File: config.mk
export PLATFORM = sky130hd
export DESIGN_NAME = audclk_div
export DESIGN_NICKNAME = d
export VERILOG_FILES = /design/src/rtl/audclk_pkg.sv /design/src/rtl/audclk_bitdiv.sv /design/src/rtl/audclk_lrdiv.sv /design/src/rtl/audclk_div.sv
export SDC_FILE = /design/constraint.sdc
export NUM_CORES = 1
export LEC_CHECK = 0
export ABC_AREA = 1
export ABC_CLOCK_PERIOD_IN_PS = 3200
export BUFFER_PORTS_ARGS = -buffer_cell sky130_fd_sc_hd__buf_2
export CORE_MARGIN = 1
export CORE_UTILIZATION = 50
export CTS_CLUSTER_DIAMETER = 40
export DETAILED_ROUTE_END_ITERATION = 10
export PLACE_DENSITY = 0.7
export SYNTH_ARGS = -nofsm -noshare
export SYNTH_HDL_FRONTEND = slang
export SYNTH_SLANG_ARGS = --single-unit
File: constraint.sdc
create_clock -name clk -period 3.2 [get_ports clk]
set_input_delay 0.48 -clock clk [delete_from_list [all_inputs] [get_ports clk]]
set_output_delay 0.48 -clock clk [all_outputs]
set_load 0.1 [all_outputs]
File: src/rtl/audclk_pkg.sv
`timescale 1ns/1ps
package audclk_pkg;
    localparam int DIV_W        = 8;
    localparam int CTRL_W       = 32;
    localparam int SLAVE_BIT    = 27;
    localparam int INV_BIT      = 26;
    localparam int BIT_DIV_LSB  = 16;
    localparam int RX_DIV_LSB   = 8;
    localparam int TX_DIV_LSB   = 0;
    localparam int NUM_LR       = 2;

    // ceil((div_m1 + 1) / 2): length of the high phase
    function automatic logic [DIV_W:0] high_span(input logic [DIV_W-1:0] div_m1);
        return ({1'b0, div_m1} + (DIV_W+1)'(2)) >> 1;
    endfunction

    // a stored value of zero would give a divide-by-one; lift it to one
    function automatic logic [DIV_W-1:0] at_least_one(input logic [DIV_W-1:0] f);
        return (f == '0) ? DIV_W'(1) : f;
    endfunction
endpackage

File: src/rtl/audclk_bitdiv.sv
`timescale 1ns/1ps
module audclk_bitdiv
    import audclk_pkg::*;
(
    input  logic             clk,
    input  logic             rst_n,
    input  logic             slave,
    input  logic             ext_clk,
    input  logic [DIV_W-1:0] div_field,
    input  logic             reload,
    output logic             tick,
    output logic             lvl,
    output logic             rise,
    output logic             fall
);
    typedef struct packed {
        logic [DIV_W-1:0] cnt;
        logic [DIV_W-1:0] div;
        logic             lvl;
        logic             rise;
        logic             fall;
    } bit_st_t;

    bit_st_t s_q, s_d;
    logic [DIV_W-1:0] div_new;

    assign div_new = at_least_one(div_field);
    assign tick    = !slave && (s_q.cnt == s_q.div);

    always_comb begin
        s_d = s_q;
        if (!rst_n || slave) begin
            s_d.cnt  = div_new;
            s_d.div  = div_new;
            s_d.lvl  = rst_n ? ext_clk : 1'b0;
            s_d.rise = rst_n & ext_clk & ~s_q.lvl;
            s_d.fall = rst_n & ~ext_clk & s_q.lvl;
        end else begin
            s_d.div  = reload ? div_new : s_q.div;
            s_d.cnt  = tick ? '0 : s_q.cnt + 1'b1;
            s_d.lvl  = ({1'b0, s_d.cnt} < high_span(s_d.div));
            s_d.rise = s_d.lvl & ~s_q.lvl;
            s_d.fall = ~s_d.lvl & s_q.lvl;
        end
    end

    always_ff @(posedge clk) begin
        s_q <= s_d;
    end

    assign lvl  = s_q.lvl;
    assign rise = s_q.rise;
    assign fall = s_q.fall;


    bit_cnt_bound_chk: assert property (@(posedge clk) disable iff (!rst_n)
        s_q.cnt <= s_q.div);

    bit_period_start_chk: assert property (@(posedge clk) disable iff (!rst_n)
        tick |=> (s_q.lvl && s_q.rise));

    bit_rise_edge_chk: assert property (@(posedge clk) disable iff (!rst_n)
        s_q.rise |-> (s_q.lvl && !$past(s_q.lvl)));

    bit_fall_edge_chk: assert property (@(posedge clk) disable iff (!rst_n)
        s_q.fall |-> (!s_q.lvl && $past(s_q.lvl)));

    bit_slave_follow_chk: assert property (@(posedge clk) disable iff (!rst_n)
        slave |=> (s_q.lvl == $past(ext_clk)));
endmodule

File: src/rtl/audclk_lrdiv.sv
`timescale 1ns/1ps
module audclk_lrdiv
    import audclk_pkg::*;
(
    input  logic             clk,
    input  logic             rst_n,
    input  logic             slave,
    input  logic             tick,
    input  logic             ext_lvl,
    input  logic [DIV_W-1:0] div_field,
    output logic             wrap,
    output logic             lvl,
    output logic             fs
);
    typedef struct packed {
        logic [DIV_W-1:0] cnt;
        logic [DIV_W-1:0] div;
        logic             lvl;
        logic             fs;
    } lr_st_t;

    lr_st_t s_q, s_d;
    logic [DIV_W-1:0] div_new;

    assign div_new = at_least_one(div_field);
    assign wrap    = !slave && tick && (s_q.cnt == s_q.div);

    always_comb begin
        s_d = s_q;
        if (!rst_n || slave) begin
            s_d.cnt = div_new;
            s_d.div = div_new;
            s_d.lvl = rst_n ? ext_lvl : 1'b0;
            s_d.fs  = rst_n & ext_lvl & ~s_q.lvl;
        end else begin
            s_d.div = wrap ? div_new : s_q.div;
            if (tick) begin
                s_d.cnt = wrap ? '0 : s_q.cnt + 1'b1;
            end
            s_d.lvl = ({1'b0, s_d.cnt} < high_span(s_d.div));
            s_d.fs  = wrap;
        end
    end

    always_ff @(posedge clk) begin
        s_q <= s_d;
    end

    assign lvl = s_q.lvl;
    assign fs  = s_q.fs;


    lr_cnt_bound_chk: assert property (@(posedge clk) disable iff (!rst_n)
        s_q.cnt <= s_q.div);

    lr_frame_open_chk: assert property (@(posedge clk) disable iff (!rst_n)
        wrap |=> (s_q.fs && s_q.lvl));

    lr_fs_edge_chk: assert property (@(posedge clk) disable iff (!rst_n)
        s_q.fs |-> (s_q.lvl && !$past(s_q.lvl)));

    lr_slave_follow_chk: assert property (@(posedge clk) disable iff (!rst_n)
        slave |=> (s_q.lvl == $past(ext_lvl)));
endmodule

File: src/rtl/audclk_div.sv
`timescale 1ns/1ps
module audclk_div
    import audclk_pkg::*;
(
    input  logic              clk,
    input  logic              rst_n,
    input  logic [CTRL_W-1:0] ctrl,
    input  logic              ext_bit_clk,
    input  logic              ext_tx_lr,
    input  logic              ext_rx_lr,
    output logic              bit_clk,
    output logic              bit_rise,
    output logic              bit_fall,
    output logic              tx_lr,
    output logic              tx_frame,
    output logic              rx_lr,
    output logic              rx_frame
);
    logic              slave;
    logic              tick;
    logic              bit_lvl;
    logic [NUM_LR-1:0] lr_wrap;
    logic [NUM_LR-1:0] lr_lvl;
    logic [NUM_LR-1:0] lr_fs;
    logic [NUM_LR-1:0] lr_ext;
    logic              unused_ctrl_bits;

    assign slave            = ctrl[SLAVE_BIT];
    assign lr_ext           = {ext_rx_lr, ext_tx_lr};
    assign unused_ctrl_bits = ^{ctrl[CTRL_W-1:SLAVE_BIT+1], ctrl[INV_BIT-1:BIT_DIV_LSB+DIV_W]};

    // bit divisor is staged against the transmit frame boundary (lane 0)
    audclk_bitdiv u_bitdiv (
        .clk       (clk),
        .rst_n     (rst_n),
        .slave     (slave),
        .ext_clk   (ext_bit_clk),
        .div_field (ctrl[BIT_DIV_LSB +: DIV_W]),
        .reload    (lr_wrap[0]),
        .tick      (tick),
        .lvl       (bit_lvl),
        .rise      (bit_rise),
        .fall      (bit_fall)
    );

    for (genvar g = 0; g < NUM_LR; g++) begin : g_lane
        localparam int LSB = (g == 0) ? TX_DIV_LSB : RX_DIV_LSB;
        audclk_lrdiv u_lrdiv (
            .clk       (clk),
            .rst_n     (rst_n),
            .slave     (slave),
            .tick      (tick),
            .ext_lvl   (lr_ext[g]),
            .div_field (ctrl[LSB +: DIV_W]),
            .wrap      (lr_wrap[g]),
            .lvl       (lr_lvl[g]),
            .fs        (lr_fs[g])
        );
    end

    assign bit_clk  = bit_lvl ^ ctrl[INV_BIT];
    assign tx_lr    = lr_lvl[0];
    assign tx_frame = lr_fs[0];
    assign rx_lr    = lr_lvl[1];
    assign rx_frame = lr_fs[1];


    tx_frame_on_rise_chk: assert property (@(posedge clk) disable iff (!rst_n)
        !slave |=> (tx_frame -> bit_rise));

    rx_frame_on_rise_chk: assert property (@(posedge clk) disable iff (!rst_n)
        !slave |=> (rx_frame -> bit_rise));

    rx_open_chk: assert property (@(posedge clk) disable iff (!rst_n)
        lr_wrap[1] |=> rx_frame);

    no_dual_edge_chk: assert property (@(posedge clk) disable iff (!rst_n)
        $onehot0({bit_rise, bit_fall}));
endmodule

## Word-level counts from Yosys, hierarchy flattened

Cells that the tools add are included.

- Register bits: 55
- Bits of input ports: 37
- Output and inout port bits: 7
- Word-level logic and storage cells: 70

- Add/sub/neg operators: 6
- $lt $le $gt $ge: 3
- Eq/ne operators: 3
- Mux-type cells: 19
- Bitwise logic cells: 16
- Reductions and logical operators: 10

Operators with widths:

| cell | count |
|---|---|
| $mux W8 | 13 |
| $mux W18 | 2 |
| $add A8 B2 Y9 const B | 3 |
| $add A8 B1 Y8 const B | 3 |
| $eq A8 B8 Y1 | 3 |
| $logic_not A8 Y1 | 3 |
| $lt A8 B8 Y1 | 3 |
| $mux W19 | 1 |
| $and A1 B1 Y1 | 10 |
| $not A1 Y1 | 5 |
| $logic_and A1 B1 Y1 | 4 |
| $mux W1 | 3 |
| $logic_not A1 Y1 | 2 |
| $logic_or A1 B1 Y1 | 1 |
| $xor A1 B1 Y1 | 1 |

## Depth between registers and ports, before layout

- Depth after elaboration: 10
- Gate-level depth with buffers: 23

## Cells and area by module

Synthesis repeated with hierarchy kept, for this count alone.

- Cell total of the unflattened synthesis: 639
- Area total of the unflattened synthesis: 4071.4 um^2

By module, submodules not included:

| module | times used | cells an instance | area an instance (um^2) | sequential area each (um^2) |
|---|---|---|---|---|
| audclk_lrdiv | 2 | 223 | 1400.1 | 370.4 |
| audclk_bitdiv | 1 | 188 | 1252.5 | 390.4 |
| audclk_div | 1 | 5 | 18.8 | 0.0 |

## Worst setup path after synthesis

No wires, ideal clock.

- Path kind: input to register
- Start point: input ctrl[27]
- End point: register u_bitdiv.s_q, in the netlist u_bitdiv.rise
- Setup time: 0.070 ns
- Arrival: 2.886 ns
- Required time: 3.130 ns
- Slack: 0.245 ns
- Cell stages on the path: 19
- Cell sequence: inv_2 > nand2_1 > nor2_1 > nand3_2 > nor2_8 > nand2_4 > buf_6 > o21ai_2 > inv_2 > ha_1 > nand3_2 > nor3_2 > xor2_1 > ha_1 > nand2_1 > nor2_1 > a2111oi_0 > nand2_1 > a21oi_1

RTL lines:

| what | line | source |
|---|---|---|
| start, declared | audclk_div.sv:7 | `input logic [CTRL_W-1:0] ctrl,` |
| end signal, assigned | audclk_bitdiv.sv:48 | `s_q <= s_d;` |
| end, declared | audclk_bitdiv.sv:24 | `bit_st_t s_q, s_d;` |

==> flow_summary.ini <==
[synthesis]
netlist_area_um2 = 3810
synth_xor_xnor_area_share_pct = 6.67
synthCells = 568
muxShareOfSynthArea_pct = 0.263
synth_top_family_by_area = simple AND/OR/NAND/NOR gates
synth_compound_area_share_pct = 12.3
avgSynthCellArea_um2 = 6.70
synth_ff_type = dfxtp_1
synth_simple_gate_area_share_pct = 32.7
synth_fp_nets = 632
ys_async_sr_fraction_pct = 0
ys_seq_area_share_pct = 29.7
synth-edff-count = 3
synth_cell_types = 40
ys_seq_elements = 55
synthAdderAreaFrac_pct = 8.87
ys_warn_count = 0

[timing]
fin_crit_sh_pct = 93.4
drv_slew = 0
rsz0062_at_grt = yes
setup_violations = 0
finalWorstSetupSlack_ns = 0.211
max_slew.worst_pin.slew_ns = 0.573
fin_crit_ns = 2.99
hold_viol = 0
finClkSkew_ns = 0.00873
relSlewSlack_pct = 61.7
max_freq_ghz = 0.335
hold_ws_ns = 0.402

[die]
ios = 44
start_util_pct = 52.2
core_um2 = 7290
die_h_um = 89.3
std_cell_rows = 31
dieArea_um2 = 7970
die_x_um = 89.3

[setup_path]
critical_path_class = register to register
cp_common_cell = nand2_1
path_max_fanout = 14
cp_data_arrival_time_ns = 3.26
reg2reg_depth = 21
end_kind = register
r2r_slack_ns = 0.21
r2r_end = g_lane[0].u_lrdiv.lvl$_DFF_P_
cp_slowest_cell = dfxtp_2
max_stage_delay_ns = 0.37
critPathBufInv = 3
worstPathCellList = inv_2 -> nand2_1 -> nand2_1 -> nor2_1 -> nand3_2 -> nor2_8 -> nand2_8 -> buf_4 -> nand2_1 -> o21ai_1 -> nor2_2 -> nand4_1 -> or3_1 -> ha_1 -> nand2_1 -> inv_1 -> nand2_1 -> nand3_1 -> a31oi_1 -> nand2_1 -> nand2_1
cp.depth = 21
path_delay_family = simple AND/OR/NAND/NOR gates
rr_startpoint = u_bitdiv.s_q[16]$_DFF_P_
cp.required_ns = 3.47
worst_setup_path_start_kind = register

[placement]
dpl.hpwl_um = 6920
portBuffers = 37
place_ws_ns = -0.0846
place.gp.congestion = 0.925

[global_routing]
use_met3_pct = 3.32
grt_usage_pct = 23.5
grt_pass1_wl_um = 14300
grt_max_degree = 33
first_global_vias = 3262
met2_usage_pct = 41.8
grt_use_met1_pct = 29.4
grt.busiest_layer = met2
antenna_found_initial = 0
overflow = 0

[detailed_routing]
wire_per_inst_um = 12.1
drt_first_pass_iters = 4
drt_iter0_drc = 166
ant_nets = 0
vias = 3630
viasPerCell = 4.99
routed_wl_um = 8830
drc = 0

[cts]
clock_sinks = 55
clock_path_buffers = 2
clkTransAtPathRegs_ns = 0.11
cts.hold.buffers_added = 0
cts_max_level = 2
insertion_delay_ns = 0.32
cts_buffers = 5
cts_tree = built
root_buffer = clkbuf_8

[power_and_ir_drop]
irDropWorstVdd_v = 0.000166
p_leak_uw = 0.00238
cellPowerDensity_nw_per_um2 = 391

[worst_hold_path]
hp-start = ctrl[3]
whs_path_depth = 3
min_to = g_lane[0].u_lrdiv.s_q[13]$_DFF_P_
hold_path_class = primary input to register

[run]
maxCapViolCount = 0

[layout]
fill_cells = 760
diodes = 0
area_growth_pct = 16.2
most-common-layout-cells = 188 x nand2_1, 58 x inv_1, 45 x dfxtp_1
final_layout_size_suffix_gt1_share_pct = 21.7
layout_commonest_cell = nand2_1
fin_nets = 691

[run_status]
status = finished, final reports clean
==> worst max-delay path by stage <==
stage,slack [ns],start,to
2_1_floorplan,0.24,ctrl[27],u_bitdiv.rise$_DFF_P_
3_3_place_gp,-0.02,ctrl[27],u_bitdiv.rise$_DFF_P_
3_5_place_dp,-0.08,ctrl[27],u_bitdiv.rise$_DFF_P_
4_1_cts,0.01,u_bitdiv.s_q[16]$_DFF_P_,u_bitdiv.rise$_DFF_P_
5_1_grt,-0.04,u_bitdiv.s_q[3]$_DFFE_PP_,u_bitdiv.rise$_DFF_P_
6_report,0.21,u_bitdiv.s_q[16]$_DFF_P_,g_lane[0].u_lrdiv.lvl$_DFF_P_
==> power by group <==
part	switching (µW)	internal, µW
clock network	242	155
registers	49.1	754
logic	332	197
==> layer usage <==
metal	wire length, µm	vias to the layer above	share of wire, %
li1	-	1938	-
met3	364	12	4.1
met2	4330	60	49
met5	0	-	0
met4	145	0	1.6
met1	3990	1620	45
==> tightest hold or removal path: stages <==
cell     delay [ns]
buf_2          0.10
nand2_1        0.06
nand2_1        0.05
==> cell type report <==
cell class / count / area, µm² / share of cell area [%]
Clock buffer: 5 / 68.8 / 1.55
Sequential cell: 55 / 1140 / 25.8
Inverter: 75 / 283 / 6.39
Multi-Input combinational cell: 423 / 2360 / 53.4
Clock inverter: 3 / 18.8 / 0.424
Timing Repair Buffer: 67 / 427 / 9.64
Tap cell: 99 / 124 / 2.80
==> timing repair <==
item	CTS	global route
endpoints found under the setup margin	0	5
setup buffers	0	2
resized for setup	0	19
==> metrics by stage <==
stage / instances / TNS (ns) / power (µW) / area (µm²) / util [%]
after floorplan: 568 / 0 / 1190 / 3810 / -
after global placement: 717 / -0.0190 / 1320 / 4260 / 58.5
after detailed placement: 717 / -0.209 / 1340 / 4260 / 58.5
after CTS: 725 / 0 / 1740 / 4350 / 59.7
after global routing: 727 / -0.0624 / 1850 / 4430 / 60.7
final: 727 / 0 / 1730 / 4430 / 60.7
==> flip-flops by register name, indices dropped and copies added (netlist names) <==
signal,flops
u_bitdiv.fall,1
g_lane.u_lrdiv.fs,2
u_bitdiv.s_q,16
g_lane.u_lrdiv.lvl,2
g_lane.u_lrdiv.s_q,32
u_bitdiv.lvl,1
u_bitdiv.rise,1
==> cells by family after synthesis <==
group	Yosys count
buffers and inverters	90
multiplexers	1
AND/OR/NAND/NOR	283
AO/OA/AOI/OAI	83
flip-flops	55
adder cells (fa/ha/maj)	27
XOR/XNOR	29
==> cells in the mapped netlist (all sizes together) (2+ instances only) <==
master | instances | area share (%)
dfxtp | 52 | 27
nor3 | 11 | 2.1
xnor2 | 7 | 1.6
clkinv | 2 | 0.23
or3 | 3 | 0.49
buf | 7 | 1.2
edfxtp | 3 | 2.4
o21ai | 56 | 8.1
ha | 27 | 8.9
nand2 | 196 | 20
nand3 | 23 | 3.7
a21oi | 15 | 2.0
clkbuf | 8 | 0.79
nor4 | 3 | 0.49
o22ai | 2 | 0.33
inv | 73 | 7.2
nor2 | 39 | 4.6
nand4 | 5 | 0.82
xor2 | 22 | 5.1
a31oi | 5 | 0.82
(Power assumes the default switching activity.)
